--- src/rtl/sh_pkg.sv ---
package sh_pkg;
   typedef enum logic [1:0] {
      MODE_ASYNC = 2'b00,
      MODE_MONO  = 2'b01,
      MODE_DUAL  = 2'b10,
      MODE_FLAG  = 2'b11
   } hunt_mode_e;
endpackage

--- src/rtl/sh_shift.sv ---
module sh_shift #(
   parameter int PAT_W = 16,
   localparam int CNT_W = $clog2(PAT_W + 1)
) (
   input  logic             clk,
   input  logic             rst_n,
   input  logic             clr,
   input  logic             shift_en,
   input  logic             din,
   output logic [PAT_W-1:0] win_nxt,
   output logic [CNT_W-1:0] cnt_nxt
);
   localparam logic [CNT_W-1:0] CNT_MAX = CNT_W'(PAT_W);

   logic [PAT_W-1:0] win_q;
   logic [CNT_W-1:0] cnt_q;

   assign win_nxt = {win_q[PAT_W-2:0], din};
   assign cnt_nxt = (cnt_q == CNT_MAX) ? CNT_MAX : cnt_q + 1'b1;

   always_ff @(posedge clk or negedge rst_n) begin
      if (!rst_n) begin
         win_q <= '0;
         cnt_q <= '0;
      end else if (clr) begin
         win_q <= '0;
         cnt_q <= '0;
      end else if (shift_en) begin
         win_q <= win_nxt;
         cnt_q <= cnt_nxt;
      end
   end


   cnt_clear_chk: assert property (@(posedge clk) disable iff (!rst_n)
      clr |=> (cnt_q == '0));


   cnt_bound_chk: assert property (@(posedge clk) disable iff (!rst_n)
      cnt_q <= CNT_MAX);
endmodule

--- src/rtl/sh_match.sv ---
module sh_match
   import sh_pkg::*;
#(
   parameter int SYNC_W        = 8,
   parameter bit FLAG_FROM_REG = 1'b1,
   localparam int PAT_W = 2 * SYNC_W,
   localparam int CNT_W = $clog2(PAT_W + 1)
) (
   input  hunt_mode_e        mode,
   input  logic [PAT_W-1:0]  win,
   input  logic [CNT_W-1:0]  cnt,
   input  logic [SYNC_W-1:0] pat_hi,
   input  logic [SYNC_W-1:0] pat_lo,
   output logic              hit
);
   localparam logic [CNT_W-1:0] NEED_ONE = CNT_W'(SYNC_W);
   localparam logic [CNT_W-1:0] NEED_TWO = CNT_W'(PAT_W);

   logic [SYNC_W-1:0] flag_pat;
   logic [SYNC_W-1:0] lo_pat;
   logic [SYNC_W-1:0] eq_lo;
   logic [SYNC_W-1:0] eq_hi;
   logic              lo_ok;
   logic              hi_ok;

   generate
      if (FLAG_FROM_REG) begin : g_flag_reg
         assign flag_pat = pat_lo;
      end else begin : g_flag_const
         assign flag_pat = SYNC_W'(8'h7E);
      end
   endgenerate

   assign lo_pat = (mode == MODE_FLAG) ? flag_pat : pat_lo;

   for (genvar i = 0; i < SYNC_W; i++) begin : g_eq
      assign eq_lo[i] = ~(win[i] ^ lo_pat[i]);
      assign eq_hi[i] = ~(win[i+SYNC_W] ^ pat_hi[i]);
   end

   assign lo_ok = &eq_lo;
   assign hi_ok = &eq_hi;

   always_comb begin
      unique case (mode)
         MODE_MONO,
         MODE_FLAG:  hit = lo_ok && (cnt >= NEED_ONE);
         MODE_DUAL:  hit = lo_ok && hi_ok && (cnt >= NEED_TWO);
         default:    hit = 1'b0;
      endcase
   end
endmodule

--- src/rtl/sh_irq.sv ---
module sh_irq (
   input  logic clk,
   input  logic rst_n,
   input  logic ie,
   input  logic ack,
   input  logic hunt_now,
   input  logic hunt_next,
   output logic irq
);
   logic set_req;

   assign set_req = ie & (hunt_now ^ hunt_next);

   always_ff @(posedge clk or negedge rst_n) begin
      if (!rst_n) irq <= 1'b0;
      else        irq <= set_req | (irq & ~ack);
   end


   irq_hold_chk: assert property (@(posedge clk) disable iff (!rst_n)
      (irq && !ack) |=> irq);


   irq_quiet_chk: assert property (@(posedge clk) disable iff (!rst_n)
      (!irq && !ie) |=> !irq);
endmodule

--- src/rtl/sync_hunt_detector.sv ---
module sync_hunt_detector
   import sh_pkg::*;
#(
   parameter int SYNC_W        = 8,
   parameter bit FLAG_FROM_REG = 1'b1
) (
   input  logic              clk,
   input  logic              rst_n,
   input  logic [SYNC_W-1:0] cfg_wdata,
   input  logic              cfg_wr_first,
   input  logic              cfg_wr_second,
   input  logic [1:0]        rx_mode,
   input  logic              rx_enable,
   input  logic              enter_hunt,
   input  logic              abort_det,
   input  logic              rx_valid,
   input  logic              rx_bit,
   input  logic              stat_ie,
   input  logic              stat_ack,
   output logic              hunt_stat,
   output logic              sync_pulse,
   output logic              stat_irq
);
   localparam int PAT_W = 2 * SYNC_W;
   localparam int CNT_W = $clog2(PAT_W + 1);

   initial begin
      if (SYNC_W < 4)
         $fatal(1, "SYNC_W must be at least 4");
      if (!FLAG_FROM_REG && SYNC_W != 8)
         $fatal(1, "fixed flag pattern needs SYNC_W of 8");
   end

   hunt_mode_e        mode_e;
   logic [SYNC_W-1:0] first_q;
   logic [SYNC_W-1:0] second_q;
   logic              hunt_q;
   logic              hunt_d;
   logic              pulse_q;
   logic              rearm;
   logic              shift_en;
   logic              hit;
   logic              found;
   logic [PAT_W-1:0]  win_nxt;
   logic [CNT_W-1:0]  cnt_nxt;

   assign mode_e = hunt_mode_e'(rx_mode);

   always_ff @(posedge clk or negedge rst_n) begin
      if (!rst_n) begin
         first_q  <= '0;
         second_q <= '0;
      end else begin
         if (cfg_wr_first)  first_q  <= cfg_wdata;
         if (cfg_wr_second) second_q <= cfg_wdata;
      end
   end

   assign rearm    = ~rx_enable | abort_det | (enter_hunt & (mode_e != MODE_ASYNC));
   assign shift_en = rx_valid & hunt_q & ~rearm;
   assign found    = shift_en & hit;

   sh_shift #(.PAT_W(PAT_W)) u_shift (
      .clk      (clk),
      .rst_n    (rst_n),
      .clr      (rearm),
      .shift_en (shift_en),
      .din      (rx_bit),
      .win_nxt  (win_nxt),
      .cnt_nxt  (cnt_nxt)
   );

   sh_match #(.SYNC_W(SYNC_W), .FLAG_FROM_REG(FLAG_FROM_REG)) u_match (
      .mode   (mode_e),
      .win    (win_nxt),
      .cnt    (cnt_nxt),
      .pat_hi (first_q),
      .pat_lo (second_q),
      .hit    (hit)
   );

   always_comb begin
      hunt_d = hunt_q;
      if (rearm)      hunt_d = 1'b1;
      else if (found) hunt_d = 1'b0;
   end

   always_ff @(posedge clk or negedge rst_n) begin
      if (!rst_n) begin
         hunt_q  <= 1'b1;
         pulse_q <= 1'b0;
      end else begin
         hunt_q  <= hunt_d;
         pulse_q <= found;
      end
   end

   sh_irq u_irq (
      .clk       (clk),
      .rst_n     (rst_n),
      .ie        (stat_ie),
      .ack       (stat_ack),
      .hunt_now  (hunt_q),
      .hunt_next (hunt_d),
      .irq       (stat_irq)
   );

   assign hunt_stat  = hunt_q;
   assign sync_pulse = pulse_q;


   pulse_hunt_chk: assert property (@(posedge clk) disable iff (!rst_n)
      pulse_q |-> !hunt_q);


   pulse_single_chk: assert property (@(posedge clk) disable iff (!rst_n)
      pulse_q |=> !pulse_q);


   disable_hunt_chk: assert property (@(posedge clk) disable iff (!rst_n)
      (!rx_enable || abort_det) |=> hunt_q);


   cmd_hunt_chk: assert property (@(posedge clk) disable iff (!rst_n)
      (enter_hunt && mode_e != MODE_ASYNC) |=> hunt_q);


   async_hold_chk: assert property (@(posedge clk) disable iff (!rst_n)
      (mode_e == MODE_ASYNC && rx_enable && !abort_det && !hunt_q) |=> !hunt_q);


   async_nopulse_chk: assert property (@(posedge clk) disable iff (!rst_n)
      (mode_e == MODE_ASYNC) |=> !pulse_q);
endmodule

--- config.mk ---
export PLATFORM = sky130hd
export DESIGN_NAME = sync_hunt_detector
export DESIGN_NICKNAME = d
export VERILOG_FILES = /design/src/rtl/sh_pkg.sv /design/src/rtl/sh_shift.sv /design/src/rtl/sh_match.sv /design/src/rtl/sh_irq.sv /design/src/rtl/sync_hunt_detector.sv
export SDC_FILE = /design/constraint.sdc
export NUM_CORES = 1
export LEC_CHECK = 0
export CAP_MARGIN = 20
export CORE_MARGIN = 8
export CORE_UTILIZATION = 60
export CTS_CLUSTER_DIAMETER = 120
export DETAILED_ROUTE_END_ITERATION = 8
export DONT_BUFFER_PORTS = 1
export MAX_ROUTING_LAYER = met4
export PLACE_DENSITY = 0.76
export SLEW_MARGIN = 10
export SYNTH_ARGS = -nofsm -noshare
export SYNTH_HDL_FRONTEND = slang
export SYNTH_HIERARCHICAL = 1
export SYNTH_SLANG_ARGS = --single-unit
--- constraint.sdc ---
create_clock -name clk -period 3.1 [get_ports clk]
set_input_delay 0.155 -clock clk [delete_from_list [all_inputs] [get_ports clk]]
set_output_delay 0.155 -clock clk [all_outputs]
set_load 0.02 [all_outputs]
==> results of run 1 <==
## routing by layer
| metal | GRT usage (%) | part of all wire [%] | vias up |
|---|---|---|---|
| met5 | - | 0 | - |
| met4 | 5.778 | 1.4 | 0 |
| met3 | 5.082 | 3.5 | 9 |
| met2 | 30.88 | 52 | 30 |
| met1 | 21.36 | 43 | 623 |
| li1 | - | - | 572 |
## metrics by stage
step	total power (W)	setup slack, ns	cell area (µm²)	hold slack (ns)
after floorplan	0.0006270	1.081	1948	-0.1406
after global placement	0.0006307	0.9978	1957	-0.1396
after detailed placement	0.0006337	0.8873	1957	-0.1397
after CTS	0.001035	0.3227	2313	0.01978
after global routing	0.001075	0.07145	2313	0.06351
final	0.001046	0.2406	2313	0.05358
## registers in the layout, summed over array words and instances (netlist names)
signal         cells
u_shift/win_q     15
u_shift/cnt_q      5
sync_pulse         1
u_irq/irq          1
first_q            8
hunt_stat          1
second_q           8
## where the power goes
group / internal [W] / leakage, nW / total (W) / switching, W
clock: 0.000191 / 0.0482 / 0.000368 / 0.000177
sequential: 0.000530 / 0.505 / 0.000551 / 0.0000213
combinational: 0.0000773 / 0.426 / 0.000127 / 0.0000494
total: 0.000798 / 0.979 / 0.00105 / 0.000248
## final cells by class
type	count	area share, %
Sequential cell	39	42.24
Multi-Input combinational cell	103	39.16
Timing Repair Buffer	27	12.01
Tap cell	44	2.380
Clock buffer	6	2.217
Clock inverter	2	1.514
Inverter	3	0.4867
## path summary, 6_finish.rpt
path                                              start                 endpoint  slack, ns
setup / recovery           u_shift/cnt_q[0]$_DFFE_PN0P_      u_irq/irq$_DFF_PN0_       0.24
hold / removal                                 rx_valid      hunt_stat$_DFF_PN1_       0.05
setup reg to reg           u_shift/cnt_q[0]$_DFFE_PN0P_      u_irq/irq$_DFF_PN0_       0.24
hold reg to reg                  first_q[6]$_DFFE_PN0P_   first_q[6]$_DFFE_PN0P_       0.56
max in group asynchronous                         rst_n      hunt_stat$_DFF_PN1_       2.57
min in group asynchronous                         rst_n  second_q[5]$_DFFE_PN0P_       0.27
## critical path: cells and delay by family (launching register included)
| family | cells | cell delay (ns) |
|---|---|---|
| AO/OA/AOI/OAI | 3 | 0.61 |
| XOR/XNOR | 2 | 0.39 |
| adder cells (fa/ha/maj) | 1 | 0.24 |
| buffers and inverters | 1 | 0.56 |
| flip-flops | 1 | 0.44 |
| AND/OR/NAND/NOR | 4 | 0.51 |
==> results.tsv, run 1 <==
metric	value	unit
num_vias	1234	
rr_worst_depth	11	
cpMostUsedCell	nand3_1	
layout.cells.non_filler	224	
core_area	3078	µm²
cp-end-kind	flip-flop	
peakVddDrop	0.0003301	V
layout_common_cells	38 x dfrtp_1, 25 x dlygate4sd3_1, 18 x nor2_1	
dp_hpwl	2.615	mm
worstPathArrival	3.11	ns
max_freq	0.3497	GHz
path_cells	ha_1 -> nand3_1 -> xnor2_1 -> and3_1 -> nand3_1 -> a211oi_2 -> a21bo_2 -> nand3_1 -> xor2_1 -> a22o_1 -> dlygate4sd3_1	
grt_max_degree	40	
antenna_left	0	
drv_cap	0	
totalWireLength	4.367	mm
via_per_inst	5.509	
first_pass_iters	4	
hold_violations	0	
nets	202	
cts_buffer_depth	2	
diodes	0	
post_cts_buffers	0	
io_buffers	0	
powerDensity	452.0	nW/µm²
max_slew_margin	50.23	%
multi_input_area	905.9	µm²
slew_viol_final	0	
status	finished clean	
start_util	63.29	%
core.rowCount	20	
cts_tree	yes	
final.min_clock_period	2.859	ns
drc	0	
yosysWarningCount	6	
holdBufCountCts	26	
numCtsBuffers	5	
crit_fanout	6	
hp-class	primary input to flip-flop	
critPathSlowestCell	dlygate4sd3_1	
fillers	173	
design.die.area	5326	µm²
clk_pin_slew	0.13	ns
worst_pin_slew	0.7447	ns
cp_slowest_stage_delay	0.56	ns
grtUsageTotal	18.61	%
fp.dieH	72.98	µm
avgSynthCellArea	12.73	µm²
synthCells	153	
mostFrequentLayoutCell	dfrtp_1	
clock_skew	0.01626	ns
clkSinkCount	39	
setup_viol	0	
rsz0062_at_grt	no	
clockRootBuffer	clkbuf_4	
place_inst	190	
drt-initial-drc-count	73	
synth_nets	176	
layout-drive-gt1-share	18.89	%
crit_required	3.35	ns
antenna_found_initial	0	
regArea	977.2	µm²
cts_resized	0	
syn_area	1948	µm²
grt_pass1_wl	7.265	mm
hold_depth	2	
wl_per_cell	19.50	µm
finalCritPeriodShare	92.24	%
p_leak	0.9790	nW
overflow	0	
ios	24	
final_util	75.16	%
gp_congestion	0.7486	
htreeDepth	2	
area_growth	18.75	%
die_w	72.98	µm
setup_tns	0	ns
clock_latency	0.36	ns
grt_pass1_vias	1338	
critPathLaunchType	flip-flop	
worstSetupPathType	flip-flop to flip-flop	
No activity file was read; power rests on OpenSTA's default activity.
==> run 2: changes to the inputs <==
--- a/config.mk
+++ b/config.mk
@@ -11,6 +11,7 @@
 export CTS_CLUSTER_DIAMETER = 120
 export DETAILED_ROUTE_END_ITERATION = 8
 export DONT_BUFFER_PORTS = 1
+export HOLD_SLACK_MARGIN = 0.1
 export MAX_ROUTING_LAYER = met4
 export PLACE_DENSITY = 0.76
 export SLEW_MARGIN = 10
==> run 2 against run 1 <==
Sequential power hardly changed; largest power group unchanged; first-iteration DRC count increased by 29%; wire length rose by 4.8%; clock skew about the same; sequential cell count unchanged; worst setup slack improved by 0.018 ns; sequential share of layout area decreased by 0.18 points; register-to-register slack improved by 0.02 ns; final area rose by 0.43%; critical path type unchanged; hold slack better by 0.17 ns; total power is 0.15% higher.
==> results.tsv, run 2 (synthesis gave the netlist of run 1 again) <==
metric	value	unit	change
final_area	2323	µm²	+0.43%
seqPwrFrac	52.7	%	about the same
layout-drive-gt1-share	18.78	%	-0.10 points
hp-start	rx_mode[0]		
clk_pin_slew	0.13	ns	about the same
post_dp_cell_area	1957	µm²	unchanged
grt_max_degree	40		unchanged
clock_skew	0.01599	ns	-0.0002785 ns
place_inst	190		unchanged
r2r_slack	0.26	ns	+0.02 ns
peakVddDrop	0.0003643	V	+10%
diodes	0		unchanged
num_vias	1263		+2.4%
first_pass_iters	4		unchanged
cts_tree	yes		
final.min_clock_period	2.841	ns	-0.01814 ns
clkSinkCount	39		unchanged
nets	203		+0.50%
reg2reg_to	u_irq/irq$_DFF_PN0_		
start_util	63.29	%	unchanged
path_cells	ha_1 -> nand3_1 -> xnor2_1 -> and3_1 -> nand3_1 -> a211oi_2 -> a21bo_2 -> nand3_1 -> xor2_1 -> a22o_1 -> dlygate4sd3_1		
max_slew_margin	51.51	%	+1.3 points
cp-end-kind	flip-flop		
totalWireLength	4.575	mm	+4.8%
numCtsBuffers	5		unchanged
clock_latency	0.36	ns	about the same
wl_per_cell	20.33	µm	+4.3%
mostFrequentLayoutCell	dfrtp_1		
powerDensity	450.8	nW/µm²	-0.28%
timing.rr.start	u_shift/cnt_q[1]$_DFFE_PN0P_		
hp-class	primary input to flip-flop		
io_buffers	0		unchanged
rr_worst_depth	11		unchanged
dp_hpwl	2.615	mm	unchanged
ios	24		unchanged
layout_common_cells	38 x dfrtp_1, 26 x dlygate4sd3_1, 18 x nor2_1		
crit_fanout	5		-1
gp_congestion	0.7486		unchanged
sw_frac_of_total	23.84	%	+0.11 points
hold_violations	0		unchanged
critPathSlowestCell	dlygate4sd3_1		
overflow	0		unchanged
antenna_left	0		unchanged
setup_viol	0		unchanged
finalCritPeriodShare	91.65	%	-0.59 points
worst_pin_slew	0.7255	ns	-0.01916 ns
status	finished clean		
via_per_inst	5.613		+1.9%
worstPathArrival	3.09	ns	-0.02 ns
fillers	179		+3.5%
area_growth	19.27	%	
power_switching	0.0002496	W	+0.63%
drt-initial-drc-count	94		+29%
slew_viol_final	0		unchanged
largest_reg_flops	15		unchanged
grt_pass1_vias	1390		+3.9%
design.die.area	5326	µm²	unchanged
p_leak	0.9804	nW	+0.14%
cpMostUsedCell	nand3_1		
cts_resized	0		unchanged
max_freq	0.3520	GHz	+0.64%
drv_cap	0		unchanged
core.rowCount	20		unchanged
layout.cells.non_filler	225		+0.45%
p_int	0.0007977	W	about the same
antenna_found_initial	0		unchanged
p_total	0.001047	W	+0.15%
rsz0062_at_grt	no		
cts_buffer_depth	2		unchanged
setup_tns	0	ns	unchanged
clockRootBuffer	clkbuf_4		
comb_power_share	12.3	%	+0.2 points
die_w	72.98	µm	unchanged
worstSetupPathType	flip-flop to flip-flop		
cp_slowest_stage_delay	0.57	ns	about the same
cp-endpoint	u_irq/irq$_DFF_PN0_		
core_area	3078	µm²	unchanged
startpoint	u_shift/cnt_q[1]$_DFFE_PN0P_		
fp.dieH	72.98	µm	unchanged
largest_register	u_shift/win_q		
drc	0		unchanged
critPathLaunchType	flip-flop		
crit_required	3.35	ns	about the same
htreeDepth	2		unchanged
clkPwrFrac	35.0	%	-0.2 points
top_regs	u_shift/win_q (15), first_q (8), second_q (8)		
grtUsageTotal	19.67	%	+1.1 points
grt_pass1_wl	7.507	mm	+3.3%
run 2: worst min path at each step:
stage	cells past startpoint	slack (ns)	end
after CTS	3	0.20	u_shift/cnt_q[2]$_DFFE_PN0P_
final	3	0.23	u_shift/cnt_q[2]$_DFFE_PN0P_
after global placement	0	-0.14	first_q[2]$_DFFE_PN0P_
after floorplan	0	-0.14	first_q[0]$_DFFE_PN0P_
after detailed placement	0	-0.14	first_q[2]$_DFFE_PN0P_
after global routing	2	0.25	second_q[2]$_DFFE_PN0P_
run 2: area by class of cell:
cell class | instances | area [µm²] | share of cell area, %
clock inverter | 2 | 35.03 | 1.508
timing repair buffer | 28 | 287.8 | 12.39
sequential | 39 | 977.2 | 42.06
multi-input combinational | 103 | 905.9 | 38.99
clock buffer | 6 | 51.30 | 2.208
inverter | 3 | 11.26 | 0.4847
tap | 44 | 55.05 | 2.369
run 2: per-stage QoR:
stage	util, %	hold slack [ns]	worst slack [ns]
after floorplan	-	-0.1406	1.081
after global routing	75.49	0.2454	0.09427
after detailed placement	63.58	-0.1397	0.8873
after global placement	63.58	-0.1396	0.9978
after CTS	75.49	0.2020	0.3317
final	75.49	0.2252	0.2587
run 2: timing repair:
item,4_1_cts,5_1_grt
hold buffers,27,0
hold endpoints to repair,59,0
endpoints found under the setup margin,0,0
setup buffers,0,0
run 2: layer usage:
| layer | part of all wire [%] | vias up | GRT usage [%] |
|---|---|---|---|
| li1 | - | 579 | - |
| met3 | 3.8 | 11 | 5.220 |
| met5 | 0 | - | - |
| met1 | 42 | 645 | 22.61 |
| met4 | 1.9 | 0 | 7.333 |
| met2 | 52 | 28 | 32.17 |
run 2: worst max-delay path: cells and delay by family (launching register included):
| kind | cells | cell delay, ns |
|---|---|---|
| buf+inv | 1 | 0.57 |
| simple gates | 4 | 0.50 |
| compound gates | 3 | 0.61 |
| flops | 1 | 0.44 |
| fa+ha+maj | 1 | 0.24 |
| xor+xnor | 2 | 0.38 |
run 2: power groups by stage:
stage               registers (W)  clock network (W)  logic (W)
global placement         0.000558                  0  0.0000729
finish                   0.000552           0.000367   0.000128
detailed placement       0.000559                  0  0.0000749
global route             0.000553           0.000389   0.000138
floorplan                0.000552                  0  0.0000753
CTS                      0.000549           0.000363   0.000123
